### src/rtl/fcc_pkg.sv
package fcc_pkg;
    localparam int DATA_W = 8;

    localparam logic [7:0] OP_READ_ARRAY  = 8'hFF;
    localparam logic [7:0] OP_READ_STATUS = 8'h70;
    localparam logic [7:0] OP_CLEAR_STAT  = 8'h50;
    localparam logic [7:0] OP_READ_IDENT  = 8'h90;
    localparam logic [7:0] OP_PGM_SETUP   = 8'h40;
    localparam logic [7:0] OP_ERS_SETUP   = 8'h20;
    localparam logic [7:0] OP_CONFIRM     = 8'hD0;
    localparam logic [7:0] OP_SUSPEND     = 8'hB0;

    localparam int SB_READY   = 7;
    localparam int SB_SUSP    = 6;
    localparam int SB_ERS_ERR = 5;
    localparam int SB_PGM_ERR = 4;
    localparam int SB_SUPPLY  = 3;

    typedef enum logic [2:0] {
        ST_IDLE,
        ST_PGM_SETUP,
        ST_ERS_SETUP,
        ST_PGM_BUSY,
        ST_ERS_BUSY,
        ST_ERS_HELD
    } seq_state_t;

    typedef enum logic [1:0] {
        RD_ARRAY  = 2'd0,
        RD_STATUS = 2'd1,
        RD_IDENT  = 2'd2
    } rd_mode_t;
endpackage

### src/rtl/fcc_wr_capture.sv
module fcc_wr_capture
    import fcc_pkg::*;
#(
    parameter int ADDR_W   = 20,
    parameter int WAKE_CYC = 125
) (
    input  logic              clk,
    input  logic              rst_n,
    input  logic              pwd_n,
    input  logic              ce_n,
    input  logic              we_n,
    input  logic [ADDR_W-1:0] addr,
    input  logic [DATA_W-1:0] din,
    output logic              wr_stb,
    output logic [ADDR_W-1:0] wr_addr,
    output logic [DATA_W-1:0] wr_data
);
    localparam int WCW = (WAKE_CYC > 1) ? $clog2(WAKE_CYC + 1) : 1;
    localparam logic [WCW-1:0] WAKE_LOAD = WCW'(WAKE_CYC);

    logic           we_q;
    logic [WCW-1:0] wake_cnt;
    logic           we_rise;

    always_ff @(posedge clk) begin
        if (!rst_n) begin
            we_q     <= 1'b1;
            wake_cnt <= '0;
        end else begin
            we_q <= we_n;
            if (!pwd_n)
                wake_cnt <= WAKE_LOAD;
            else if (wake_cnt != '0)
                wake_cnt <= wake_cnt - 1'b1;
        end
    end

    always_comb begin
        we_rise = !we_q && we_n && !ce_n;
        wr_stb  = we_rise && pwd_n && (wake_cnt == '0);
        wr_addr = addr;
        wr_data = din;
    end

    AST_WAKE_GATE: assert property (@(posedge clk) disable iff (!rst_n)
        ((WAKE_CYC > 0) && !$past(pwd_n)) |-> !wr_stb);
endmodule

### src/rtl/fcc_seq.sv
module fcc_seq
    import fcc_pkg::*;
#(
    parameter int ADDR_W  = 20,
    parameter int BLK_LSB = 16
) (
    input  logic              clk,
    input  logic              rst_n,
    input  logic              pwd_n,
    input  logic              vpp_ok,
    input  logic              wr_stb,
    input  logic [ADDR_W-1:0] wr_addr,
    input  logic [DATA_W-1:0] wr_data,
    input  logic              arr_done,
    input  logic              arr_fail,
    output rd_mode_t          rd_mode,
    output logic [7:0]        status,
    output logic [ADDR_W-1:0] op_addr,
    output logic [DATA_W-1:0] op_data,
    output logic              prog_req,
    output logic              erase_req,
    output logic              busy,
    output logic              held
);
    seq_state_t state, state_nx;
    logic err_ers, err_pgm, err_vpp;
    logic [2:0] err_bits;

    // state register
    always_ff @(posedge clk) begin
        if (!rst_n || !pwd_n)
            state <= ST_IDLE;
        else
            state <= state_nx;
    end

    // next state
    always_comb begin
        state_nx = state;
        unique case (state)
            ST_IDLE: begin
                if (wr_stb && wr_data == OP_PGM_SETUP)      state_nx = ST_PGM_SETUP;
                else if (wr_stb && wr_data == OP_ERS_SETUP) state_nx = ST_ERS_SETUP;
            end
            ST_PGM_SETUP: begin
                if (wr_stb) state_nx = vpp_ok ? ST_PGM_BUSY : ST_IDLE;
            end
            ST_ERS_SETUP: begin
                if (wr_stb)
                    state_nx = (wr_data == OP_CONFIRM && vpp_ok) ? ST_ERS_BUSY : ST_IDLE;
            end
            ST_PGM_BUSY: begin
                if (arr_done) state_nx = ST_IDLE;
            end
            ST_ERS_BUSY: begin
                if (arr_done)                                state_nx = ST_IDLE;
                else if (wr_stb && wr_data == OP_SUSPEND)    state_nx = ST_ERS_HELD;
            end
            ST_ERS_HELD: begin
                if (wr_stb && wr_data == OP_CONFIRM) state_nx = ST_ERS_BUSY;
            end
            default: state_nx = ST_IDLE;
        endcase
    end

    // mode, sticky errors and operation latch
    always_ff @(posedge clk) begin
        if (!rst_n || !pwd_n) begin
            rd_mode <= RD_ARRAY;
            err_ers <= 1'b0;
            err_pgm <= 1'b0;
            err_vpp <= 1'b0;
            op_addr <= '0;
            op_data <= '0;
        end else begin
            if (wr_stb) begin
                unique case (state)
                    ST_IDLE: begin
                        case (wr_data)
                            OP_READ_ARRAY:  rd_mode <= RD_ARRAY;
                            OP_READ_STATUS: rd_mode <= RD_STATUS;
                            OP_READ_IDENT:  rd_mode <= RD_IDENT;
                            OP_PGM_SETUP:   rd_mode <= RD_STATUS;
                            OP_ERS_SETUP:   rd_mode <= RD_STATUS;
                            OP_CLEAR_STAT: begin
                                err_ers <= 1'b0;
                                err_pgm <= 1'b0;
                                err_vpp <= 1'b0;
                            end
                            default: ;
                        endcase
                    end
                    ST_PGM_SETUP: begin
                        rd_mode <= RD_STATUS;
                        if (vpp_ok) begin
                            op_addr <= wr_addr;
                            op_data <= wr_data;
                        end else begin
                            err_pgm <= 1'b1;
                            err_vpp <= 1'b1;
                        end
                    end
                    ST_ERS_SETUP: begin
                        rd_mode <= RD_STATUS;
                        if (wr_data != OP_CONFIRM) begin
                            err_ers <= 1'b1;
                        end else if (vpp_ok) begin
                            op_addr <= wr_addr;
                        end else begin
                            err_ers <= 1'b1;
                            err_vpp <= 1'b1;
                        end
                    end
                    ST_ERS_HELD: begin
                        if (wr_data == OP_READ_ARRAY)
                            rd_mode <= RD_ARRAY;
                        else if (wr_data == OP_READ_STATUS || wr_data == OP_CONFIRM)
                            rd_mode <= RD_STATUS;
                    end
                    default: ;
                endcase
            end
            if (state == ST_PGM_BUSY && arr_done && arr_fail) err_pgm <= 1'b1;
            if (state == ST_ERS_BUSY && arr_done && arr_fail) err_ers <= 1'b1;
        end
    end

    // outputs
    always_comb begin
        prog_req  = (state == ST_PGM_BUSY);
        erase_req = (state == ST_ERS_BUSY);
        busy      = prog_req || erase_req;
        held      = (state == ST_ERS_HELD);
        err_bits  = {err_ers, err_pgm, err_vpp};
        status    = {!busy, held, err_bits, 3'b000};
    end

    AST_PWD_RESET: assert property (@(posedge clk) disable iff (!rst_n)
        !pwd_n |=> (state == ST_IDLE && err_bits == 3'b000));
    AST_SUSPEND_DROPS: assert property (@(posedge clk) disable iff (!rst_n)
        (pwd_n && state == ST_ERS_BUSY && wr_stb && wr_data == OP_SUSPEND && !arr_done)
        |=> (!erase_req && status[SB_SUSP] && status[SB_READY]));
    AST_SUPPLY_LOCK: assert property (@(posedge clk) disable iff (!rst_n)
        (pwd_n && state == ST_PGM_SETUP && wr_stb && !vpp_ok)
        |=> (!prog_req && status[SB_PGM_ERR] && status[SB_SUPPLY]));
    AST_ERR_STICKY: assert property (@(posedge clk) disable iff (!rst_n)
        (pwd_n && !(wr_stb && state == ST_IDLE && wr_data == OP_CLEAR_STAT))
        |=> ((err_bits & $past(err_bits)) == $past(err_bits)));
endmodule

### src/rtl/fcc_read_mux.sv
module fcc_read_mux
    import fcc_pkg::*;
#(
    parameter int          BLK_W  = 4,
    parameter logic [7:0]  MFR_ID = 8'h5A,
    parameter logic [7:0]  DEV_ID = 8'hC3
) (
    input  logic              pwd_n,
    input  logic              ce_n,
    input  logic              oe_n,
    input  rd_mode_t          rd_mode,
    input  logic [BLK_W-1:0]  rd_blk,
    input  logic              rd_lsb,
    input  logic [BLK_W-1:0]  held_blk,
    input  logic              held,
    input  logic [7:0]        status,
    input  logic [DATA_W-1:0] arr_rd_data,
    output logic [DATA_W-1:0] dout,
    output logic              dout_oe
);
    logic [DATA_W-1:0] sel;

    always_comb begin
        unique case (rd_mode)
            RD_STATUS: sel = status;
            RD_IDENT:  sel = rd_lsb ? DEV_ID : MFR_ID;
            default:   sel = (held && rd_blk == held_blk) ? 8'hFF : arr_rd_data;
        endcase
        dout_oe = pwd_n && !ce_n && !oe_n;
        dout    = dout_oe ? sel : '0;
    end
endmodule

### src/rtl/flash_cmd_ctrl.sv
module flash_cmd_ctrl
    import fcc_pkg::*;
#(
    parameter int         ADDR_W   = 20,
    parameter int         BLK_W    = 4,
    parameter int         WAKE_CYC = 125,
    parameter logic [7:0] MFR_ID   = 8'h5A,
    parameter logic [7:0] DEV_ID   = 8'hC3
) (
    input  logic              clk,
    input  logic              rst_n,
    input  logic              pwd_n,
    input  logic              vpp_ok,
    input  logic              ce_n,
    input  logic              oe_n,
    input  logic              we_n,
    input  logic [ADDR_W-1:0] addr,
    input  logic [7:0]        din,
    output logic [7:0]        dout,
    output logic              dout_oe,
    output logic              ry_by,
    output logic [ADDR_W-1:0] arr_rd_addr,
    input  logic [7:0]        arr_rd_data,
    output logic              arr_prog_req,
    output logic              arr_erase_req,
    output logic [ADDR_W-1:0] arr_op_addr,
    output logic [7:0]        arr_op_data,
    input  logic              arr_done,
    input  logic              arr_fail
);
    localparam int BLK_LSB = ADDR_W - BLK_W;

    logic              wr_stb;
    logic [ADDR_W-1:0] wr_addr;
    logic [DATA_W-1:0] wr_data;
    rd_mode_t          rd_mode;
    logic [7:0]        status;
    logic              busy, held;

    fcc_wr_capture #(.ADDR_W(ADDR_W), .WAKE_CYC(WAKE_CYC)) u_cap (
        .clk(clk), .rst_n(rst_n), .pwd_n(pwd_n), .ce_n(ce_n), .we_n(we_n),
        .addr(addr), .din(din),
        .wr_stb(wr_stb), .wr_addr(wr_addr), .wr_data(wr_data)
    );

    fcc_seq #(.ADDR_W(ADDR_W), .BLK_LSB(BLK_LSB)) u_seq (
        .clk(clk), .rst_n(rst_n), .pwd_n(pwd_n), .vpp_ok(vpp_ok),
        .wr_stb(wr_stb), .wr_addr(wr_addr), .wr_data(wr_data),
        .arr_done(arr_done), .arr_fail(arr_fail),
        .rd_mode(rd_mode), .status(status),
        .op_addr(arr_op_addr), .op_data(arr_op_data),
        .prog_req(arr_prog_req), .erase_req(arr_erase_req),
        .busy(busy), .held(held)
    );

    fcc_read_mux #(.BLK_W(BLK_W), .MFR_ID(MFR_ID), .DEV_ID(DEV_ID)) u_rd (
        .pwd_n(pwd_n), .ce_n(ce_n), .oe_n(oe_n), .rd_mode(rd_mode),
        .rd_blk(addr[ADDR_W-1:BLK_LSB]), .rd_lsb(addr[0]),
        .held_blk(arr_op_addr[ADDR_W-1:BLK_LSB]), .held(held),
        .status(status), .arr_rd_data(arr_rd_data),
        .dout(dout), .dout_oe(dout_oe)
    );

    assign ry_by       = !pwd_n || !busy;
    assign arr_rd_addr = addr;

    AST_BUSY_LOW: assert property (@(posedge clk) disable iff (!rst_n)
        (pwd_n && (arr_prog_req || arr_erase_req)) |-> !ry_by);
    AST_ONE_REQ: assert property (@(posedge clk) disable iff (!rst_n)
        $countones({arr_prog_req, arr_erase_req}) <= 1);
endmodule

### config.mk
export PLATFORM = sky130hd
export DESIGN_NAME = flash_cmd_ctrl
export DESIGN_NICKNAME = d
export VERILOG_FILES = /design/src/rtl/fcc_pkg.sv /design/src/rtl/fcc_wr_capture.sv /design/src/rtl/fcc_seq.sv /design/src/rtl/fcc_read_mux.sv /design/src/rtl/flash_cmd_ctrl.sv
export SDC_FILE = /design/constraint.sdc
export NUM_CORES = 1
export LEC_CHECK = 0
export ABC_CLOCK_PERIOD_IN_PS = 2700
export CORE_MARGIN = 1.5
export CORE_UTILIZATION = 41
export DETAILED_ROUTE_END_ITERATION = 16
export PLACE_DENSITY = 0.77
export SYNTH_ARGS = -nofsm -noshare
export SYNTH_HDL_FRONTEND = slang
export SYNTH_HIERARCHICAL = 1
export SYNTH_SLANG_ARGS = --single-unit
### constraint.sdc
create_clock -name clk -period 2.7 [get_ports clk]
set_input_delay 0.54 -clock clk [delete_from_list [all_inputs] [get_ports clk]]
set_output_delay 0.54 -clock clk [all_outputs]
set_load 0.05 [all_outputs]
## After elaboration in Yosys (flattened, before gate mapping)

Cells that the tools add are included.

| word-level totals | value |
|---|---|
| register bits after elaboration | 44 |
| input port bits | 45 |
| output and inout bits | 60 |
| logic and storage cells | 125 |

| cells by class | value |
|---|---|
| $add $sub $neg | 1 |
| eq/ne operators | 32 |
| muxes and demuxes | 36 |
| reduce and logical (&&, ||, !) cells | 46 |

Operators by type and width:

| kind | number |
|---|---|
| 2-to-1 mux 20 bit | 2 |
| case mux 20 bit (2 select lines) | 1 |
| == test 8 bit, second input constant | 4 |
| 2-to-1 mux 3 bit | 9 |
| == test 8 x 7 -> 1 bit, second input constant | 3 |
| 2-to-1 mux 8 bit | 3 |
| case mux 3 bit (6 select lines) | 1 |
| logical AND 1 bit | 16 |
| case mux 8 bit (2 select lines) | 1 |
| AND reduction 4 bit | 4 |
| 2-to-1 mux 7 bit | 2 |
| inequality test 3 x 1 -> 1 bit, second input constant | 4 |
| case mux 2 bit (3 select lines) | 2 |
| nonzero test 3 bit | 4 |
| inequality test 2 x 1 -> 1 bit, second input constant | 5 |
| 2-to-1 mux 1 bit | 9 |
| == test 8 x 6 -> 1 bit, second input constant | 1 |
| inequality test 8 bit, second input constant | 1 |
| zero test 7 bit | 1 |
| nonzero test 7 bit | 1 |
| subtractor 7 x 1 -> 7 bit, second input constant | 1 |
| == test 3 x 2 -> 1 bit, second input constant | 2 |
| == test 3 bit, second input constant | 2 |
| zero test 1 bit | 6 |
| 20 further kinds | 30 |

## Logic depth before layout (Yosys ltp)

Gate-level depths: netlist of run 1.

| depth | value |
|---|---|
| depth after elaboration | 9 |
| depth in mapped cells | 11 |
| depth with buffers taken out | 10 |

## Modules after synthesis

The synthesis of run 1 kept the hierarchy.

By module, submodules not included:

| module | times used | cells an instance | area each (µm²) | sequential area each (µm²) |
|---|---|---|---|---|
| fcc_seq | 1 | 208 | 1,843.0 | 720.7 |
| fcc_wr_capture | 1 | 76 | 620.6 | 160.2 |
| fcc_read_mux | 1 | 45 | 284.0 | 0.0 |
| flash_cmd_ctrl | 1 | 21 | 153.9 | 0.0 |

## Worst setup path after synthesis of run 1

No wires, ideal clock.

| timing | value |
|---|---|
| path kind | register to output |
| start point | reg u_seq.state[0] |
| end point | out dout[0] |
| arrival | 2,083 ps |
| required time | 2,160 ps |
| setup slack | 77 ps |
| cell stages (with the launch flop) | 7 |
| buffers on the path | 1 |
| cells stage by stage | dfxtp_1 -> clkbuf_1 -> inv_1 -> nor2_1 -> o2111ai_2 -> o41ai_4 -> o21a_1 |

| on the way | value |
|---|---|
| cells in the longest elaborated chain, start to end | 5 |

Ends and longest elaborated chain:

| element | RTL line | source |
|---|---|---|
| from (decl) | fcc_seq.sv:25 | `seq_state_t state, state_nx;` |
| from (signal assigned) | fcc_seq.sv:34 | `state <= state_nx;` |
| == test 3 bit | fcc_seq.sv:133 | `held = (state == ST_ERS_HELD);` |
| net held | flash_cmd_ctrl.sv:38 | `logic busy, held;` |
| logical AND 1 bit | fcc_read_mux.sv:27 | `default: sel = (held && rd_blk == held_blk) ? 8'hFF : arr_rd_data;` |
| 2-to-1 mux 8 bit | fcc_read_mux.sv:27 |  |
| case mux 8 bit (2 select lines) | fcc_read_mux.sv:24 | `unique case (rd_mode)` |
| 2-to-1 mux 8 bit | fcc_read_mux.sv:30 | `dout = dout_oe ? sel : '0;` |
| to (decl) | flash_cmd_ctrl.sv:19 | `output logic [7:0] dout,` |

The timed path passes the listed nets, and every way through them passes these cells.

## Final worst setup path of run 1

| timing | value |
|---|---|
| start point | in addr[19] |
| end point | out dout[7] |

| on the way | value |
|---|---|
| cells in the longest elaborated chain, start to end | 5 |

Ends and longest elaborated chain:

| element | RTL line | source |
|---|---|---|
| from (decl) | flash_cmd_ctrl.sv:17 | `input logic [ADDR_W-1:0] addr,` |
| == test 4 bit | fcc_read_mux.sv:27 |  |
| logical AND 1 bit | fcc_read_mux.sv:27 |  |
| 2-to-1 mux 8 bit | fcc_read_mux.sv:27 |  |
| case mux 8 bit (2 select lines) | fcc_read_mux.sv:24 |  |
| 2-to-1 mux 8 bit | fcc_read_mux.sv:30 |  |

No other way between the ends.

==> summary.txt, run 1 <==
Floorplan
  • Initial core utilization: 0.425
  • Core Rows: 30
  • Die Area: 7590 sq um
  • Die X: ~87 um
  • Core area: 6830 sq um
  • Die Span Y: approximately 87 um
  • IO Pins: 105

Final layout
  • Layout cells sized above 1: 0.190
  • Ant diodes: 0
  • Final #Nets: 464
  • Layout Utilization: 0.584
  • Syn-to-layout area delta: 37.6%

Worst setup path
  • Critical path endpoint: dout[7]
  • CP peak stage delay: 0.42 ns
  • Delay-heaviest family, CP: buffers and inverters
  • Critical Path Stages: 7
  • Critical Path RT: 2.16 ns
  • Worst setup SP type: input port
  • RR Endpoint: u_seq/state[0]
  • WP data arrival: about 2 ns
  • Critical path type: input port to output port
  • Worst Path Buf+Inv: 4
  • Worst Reg-to-Reg Cells: 12
  • Crit-path max FO: 8
  • Crit path cell chain: clkdlybuf4s50_1, inv_1, o2111ai_4, o41ai_4, buf_6, o21a_1, buf_12
  • CP Capture Type: output port
  • Flop2flop setup slack: 0.25 ns
  • CP Launch Point: addr[19]
  • Max stage delay cell, worst path: clkdlybuf4s50_1
  • Critical register-to-register path startpoint: u_cap/wake_cnt[0]

Clock network
  • Worst-case clock buffer depth: 2
  • Skew-Pair Late Insertion Delay: 0.30 ns
  • CTS root buf: clkbuf_8
  • Num CTS Buffers: 5
  • Sink Count: 44
  • Deepest level of the CTS H-tree: 2
  • Worst-path clk slew: 0.08 ns
  • Postcts setup bufs: 0
  • Cts-stage hold buffer count: 0
  • CTS tree: done

STA
  • Setup TNS: 0 ns
  • Setup ws final: 0.103 ns
  • Worst slew margin: 0.594
  • Worst Max-Slew Pin Slew: 0.605 ns
  • RSZ-0062 raised after global routing: no
  • Final setup fails: 0
  • Final period utilization: 0.962
  • Max Clock Freq: 0.385 GHz
  • Worst clock skew: 0.00985 ns
  • Fin. Hold Viols: 0
  • Period minus WS final: 2.60 ns
  • Slew Limit Fails: 0

Synthesis
  • Post-synth ARST share: 0
  • Ys flop type: dfxtp_1
  • Yosys reg bits: 44
  • Yosys warnings: 6
  • Number of flops mapped to enable cells by yosys: 0
  • Post-Syn Area: between 2000 and 3000 sq um
  • Sequential-to-total area share from yosys stat: 0.304
  • Avg Cell Area, Syn: 8.29 sq um
  • Synth Instances: 350
  • Yosys cell types: 55

Detailed routing
  • Initial DRC Count: 174
  • Pre-antenna DRT Iters: 4
  • Drt wl/cell: 14.0 um
  • Via Count: between 2000 and 3000
  • DRC errors left: 0
  • Final ANT Viol Nets: 0
  • WL final: 7190 um
  • Number of vias per cell: 5.09

Placement
  • Number of port buffers: 104
  • GP Congestion: 0.819
  • Place WS: -0.0836 ns
  • HPWL Detailed: ~5600 um

GRT
  • Largest net degree at the start of global routing: 21
  • Vias in the first global route: 2617
  • GRT Total Usage: 0.192
  • GRT Residual Overflow: 0
  • First-pass GRT wire length: roughly 12000 um
  • Initial antenna violation count: 0

Pwr
  • Total power: 1.57 mW
  • Power density cells: roughly 390 nW/um^2
  • Static Leak: 1.72 nW
  • Max rail drop VDD: 0.254 mV

Job
  • Max_cap viols: 0

Min path
  • HP Class: flop to flop

Run status
  • Status: finished clean
-- registers in the layout (all words and copies together) (netlist names) --
register	flops
u_seq/rd_mode	2
u_cap/wake_cnt	7
u_seq/err_ers	1
u_seq/err_pgm	1
u_cap/we_q	1
u_seq/op_data	8
u_seq/state	3
u_seq/op_addr	20
u_seq/err_vpp	1
-- cell usage in the layout, fill, tap and decap left out, types with 3 or more instances in the layout --
cell type | netlist | layout
clkdlybuf4s50_1 | 0 | 71
nor2_1 | 50 | 49
dfxtp_1 | 44 | 44
buf_4 | 55 | 40
mux2i_1 | 30 | 30
nand2_1 | 22 | 22
a21oi_1 | 16 | 15
inv_1 | 13 | 13
buf_12 | 0 | 12
o21a_1 | 8 | 8
nand2b_1 | 6 | 6
nor3_1 | 6 | 6
a211oi_1 | 6 | 6
o21ai_0 | 6 | 6
clkbuf_8 | 0 | 5
a31oi_1 | 5 | 5
nor2b_1 | 5 | 5
nand3_1 | 5 | 5
nand3b_1 | 4 | 4
o31ai_1 | 3 | 3
ha_1 | 3 | 3
and3_1 | 3 | 3
conb_1 | 1 | 3
-- synth_stat cells, types with 4 or more instances --
cell,n,share of area
dfxtp_1,44,0.30
a21oi_1,16,0.028
nand3b_1,4,0.010
nand2_1,22,0.028
mux2i_1,30,0.10
clkbuf_1,12,0.016
a211oi_1,6,0.016
o21ai_0,6,0.010
nor2b_1,5,0.011
o21a_1,8,0.021
nand3_1,5,0.0086
inv_1,13,0.017
nor2_1,50,0.065
buf_4,55,0.14
nor3_1,6,0.010
a31oi_1,5,0.011
nand2b_1,6,0.013
-- cell type report --
class,instances,area [sq um]
clock buffers,5,68.8
clock inverters,2,60.1
fillers,629,2840
inverters,13,48.8
multi-input cells,225,1520
flip-flops and latches,44,881
well taps,96,120
repair buffers,127,1300
-- metal layers --
metal	vias to the layer above	routed length (um)	GRT usage
li1	1278	-	-
met1	1214	3060	0.224
met2	105	3520	0.335
met3	9	528	0.0569
met4	0	74	0.0620
met5	-	0	0
-- kinds of logic (layout without fill, tap and decap cells) --
kind of cell               Yosys count  after routing  synth area share
other                                1              3           0.00129
muxes                               30             30             0.103
xor gates and xnor gates             3              3           0.00906
DFF                                 44             44             0.304
and+or+nand+nor                    125            125             0.223
buffers and inverters               83            147             0.186
AOI/OAI and AO/OA                   61             61             0.161
adders and majority gates            3              3            0.0129
-- power breakdown --
group	switching [mW]	internal (mW)
registers	0.0131	0.659
clock network	0.236	0.364
logic	0.161	0.141
total	0.410	1.16
-- tightest hold or removal path: stages, from the launching register on --
cell	delay [ns]
dfxtp_1	0.33
nand2_1	0.06
mux2i_1	0.06
-- worst min path at each step --
| stage | cells past startpoint | slack (ns) | end | startpoint |
|---|---|---|---|---|
| 4_1_cts | 2 | 0.49 | u_seq/rd_mode[0] | u_seq/rd_mode[0] |
| 6_report | 2 | 0.49 | u_seq/rd_mode[0] | u_seq/rd_mode[0] |
| 3_5_place_dp | 2 | 0.48 | u_seq/rd_mode[0] | u_seq/rd_mode[0] |
| 2_1_floorplan | 2 | 0.45 | u_seq/rd_mode[1] | u_seq/rd_mode[1] |
| 5_1_grt | 2 | 0.53 | u_seq/rd_mode[1] | u_seq/rd_mode[1] |
| 3_3_place_gp | 2 | 0.47 | u_seq/rd_mode[0] | u_seq/rd_mode[0] |
-- through the flow --
stage	hold slack, ns	area, sq um	instances
after floorplan	0.451	2910	352
after global placement	0.472	3830	505
after detailed placement	0.482	3830	505
after CTS	0.493	3950	512
after global routing	0.531	3990	512
final	0.492	3990	512
-- timing repair --
action	4_1_cts	5_1_grt
endpoints found under the hold margin	0	0
pin swaps	3	3
gates resized for setup	1	8
endpoints found under the setup margin	8	10
No activity file was read; power rests on OpenSTA's default activity.
==> inputs of run 2 (changes only) <==
--- a/config.mk
+++ b/config.mk
@@ -5,11 +5,12 @@
 export SDC_FILE = /design/constraint.sdc
 export NUM_CORES = 1
 export LEC_CHECK = 0
-export ABC_CLOCK_PERIOD_IN_PS = 2700
-export CORE_MARGIN = 1.5
-export CORE_UTILIZATION = 41
+export ABC_CLOCK_PERIOD_IN_PS = 2800
+export CORE_MARGIN = 4
+export CORE_UTILIZATION = 45
 export DETAILED_ROUTE_END_ITERATION = 16
-export PLACE_DENSITY = 0.77
+export PLACE_DENSITY = 0.81
+export RECOVER_POWER = 25
 export SYNTH_ARGS = -nofsm -noshare
 export SYNTH_HDL_FRONTEND = slang
 export SYNTH_HIERARCHICAL = 1
==> constraint.sdc (replaced) <==
create_clock -name clk -period 2.8 [get_ports clk]
set_input_delay 0.56 -clock clk [delete_from_list [all_inputs] [get_ports clk]]
set_output_delay 0.56 -clock clk [all_outputs]
set_load 0.05 [all_outputs]
==> summary.txt, run 2 (same netlist as run 1, synthesis figures left out) <==
Run status
  • Status: finished clean

Worst setup path
  • Worst setup SP type: input port
  • Worst Path Buf+Inv: 4
  • Crit path cell chain: clkdlybuf4s50_1, inv_1, o2111ai_4, o41ai_4, buf_6, o21a_1, buf_12
  • Critical Path RT: 2.24 ns
  • Max stage delay cell, worst path: clkdlybuf4s50_1
  • Critical path type: input port to output port
  • Delay-heaviest family, CP: buffers and inverters
  • CP peak stage delay: 0.42 ns
  • WP data arrival: approximately 2.1 ns
  • CP Capture Type: output port
  • Crit-path max FO: 8

GRT
  • Largest net degree at the start of global routing: 29
  • First-pass GRT wire length: between 10000 and 15000 um
  • GRT Residual Overflow: 0
  • Vias in the first global route: approximately 2500
  • Met1 usage: 0.244
  • Layer with the highest usage: met2
  • Met2 track demand over resource: 0.343
  • GRT Total Usage: 0.197
  • Initial antenna violation count: 0
  • Global routing usage on met3: 0.0354

Detailed routing
  • Drt wl/cell: 15.5 um
  • Number of vias per cell: 5.34
  • Via Count: 2604
  • Initial DRC Count: 169
  • Pre-antenna DRT Iters: 5
  • WL final: 7550 um
  • DRC errors left: 0
  • Final ANT Viol Nets: 0

STA
  • Worst slew margin: 0.534
  • Worst Max-Slew Pin Slew: between 0.6 and 0.7 ns
  • Hold slack: 0.489 ns
  • Final setup fails: 0
  • Period minus WS final: roughly 2.7 ns
  • Slew Limit Fails: 0
  • Worst clock skew: slightly below 0.005 ns
  • Max Clock Freq: approximately 0.37 GHz
  • Final period utilization: 0.961
  • Fin. Hold Viols: 0
  • RSZ-0062 raised after global routing: no
  • Setup TNS: 0 ns

Floorplan
  • Die Area: slightly below 8000 sq um
  • Core Rows: 28
  • Initial core utilization: 0.476
  • IO Pins: 105
  • Core area: 6100 sq um
  • Die Span Y: ~88 um
  • Die X: 88.3 um

Clock network
  • Skew-Pair Late Insertion Delay: 0.30 ns
  • Num CTS Buffers: 5
  • Worst-case clock buffer depth: 2
  • Deepest level of the CTS H-tree: 2
  • Sink Count: 44
  • Worst-path clk slew: approximately 0.080 ns
  • CTS root buf: clkbuf_8
  • CTS tree: done
  • Postcts setup bufs: 0

Placement
  • GP Congestion: slightly above 0.9
  • HPWL Detailed: around 5900 um
  • Number of port buffers: 104

Job
  • Max_cap viols: 0

Final layout
  • Commonest non-fill, non-tap cell in the layout: clkdlybuf4s50_1
  • Final #Nets: 460
  • Syn-to-layout area delta: 34.6%
  • Layout cells sized above 1: 0.133
  • Reg with most FFs: u_seq/op_addr
  • Layout Utilization: 0.641
  • Fillers: 528
  • Most frequent cells in the layout: clkdlybuf4s50_1, nor2_1, dfxtp_1
  • Max reg flops: 20
  • Largest regs: u_seq/op_addr (20), u_seq/op_data (8), u_cap/wake_cnt (7)
  • Ant diodes: 0

Pwr
  • Power density cells: 351 nW/um^2
  • Static Leak: between 1.5 and 2 nW
  • Max rail drop VDD: 0.216 mV

Min path
  • HP Class: flop to flop
==> run 2: cell types whose count changed in the layout (fill, tap and decap cells not counted), moves of 2 or more <==
cell             before  now
buf_4                40   16
bufinv_16             2    0
clkbuf_1              0    6
clkdlybuf4s50_1      71   73
clkinvlp_4            0    2
dlygate4sd3_1         0   14
==> run 2: timing repair <==
item / CTS / global route
gates resized for setup: 1 / 6
hold buffers: 0 / 0
setup endpoints to repair: 8 / 27
pin swaps: 1 / 2
==> run 2: where the power goes <==
part / total (mW) / internal (mW) / switching, mW
Combinational: 0.290 / 0.133 / 0.157
Sequential: 0.650 / 0.636 / 0.0142
Clock: 0.431 / 0.200 / 0.231
Total: 1.37 / 0.969 / 0.402
==> run 2: tightest hold or removal path, cell delays in order (launching register included) <==
cell and delay [ns]:
dfxtp_1 0.33, nand2_1 0.06, mux2i_1 0.05
==> run 2: path summary, 6_finish.rpt <==
kind	start	depth (start not counted)	end	slack, ns
setup / recovery	addr[19]	7	dout[7]	0.11
hold / removal	u_seq/rd_mode[1]	2	u_seq/rd_mode[1]	0.49
setup reg to reg	u_cap/wake_cnt[0]	11	u_seq/state[0]	0.29
hold reg to reg	u_seq/rd_mode[1]	2	u_seq/rd_mode[1]	0.49
==> run 2: metrics by stage <==
step	cells	power [mW]	setup slack, ns	cell area [sq um]
after floorplan	352	0.863	0.157	2910
after global placement	480	0.948	0.0102	3790
after detailed placement	480	0.956	-0.110	3790
after CTS	488	1.38	0.0202	3900
after global routing	488	1.44	0.0187	3910
final	488	1.37	0.110	3910
==> run 2: area by class of cell <==
class,count,area (sq um),share of cell area
Multi-Input combinational cell,225,1520,0.388
Timing Repair Buffer,123,1270,0.325
Sequential cell,44,881,0.225
Tap cell,75,93.8,0.0240
Clock buffer,6,82.6,0.0211
Inverter,13,48.8,0.0125
Clock inverter,2,15.0,0.00384
==> run 2: per-layer routing <==
layer,part of all wire,vias to the layer above
li1,-,1273
met1,0.40,1219
met2,0.51,100
met3,0.069,12
met4,0.022,0
met5,0,-
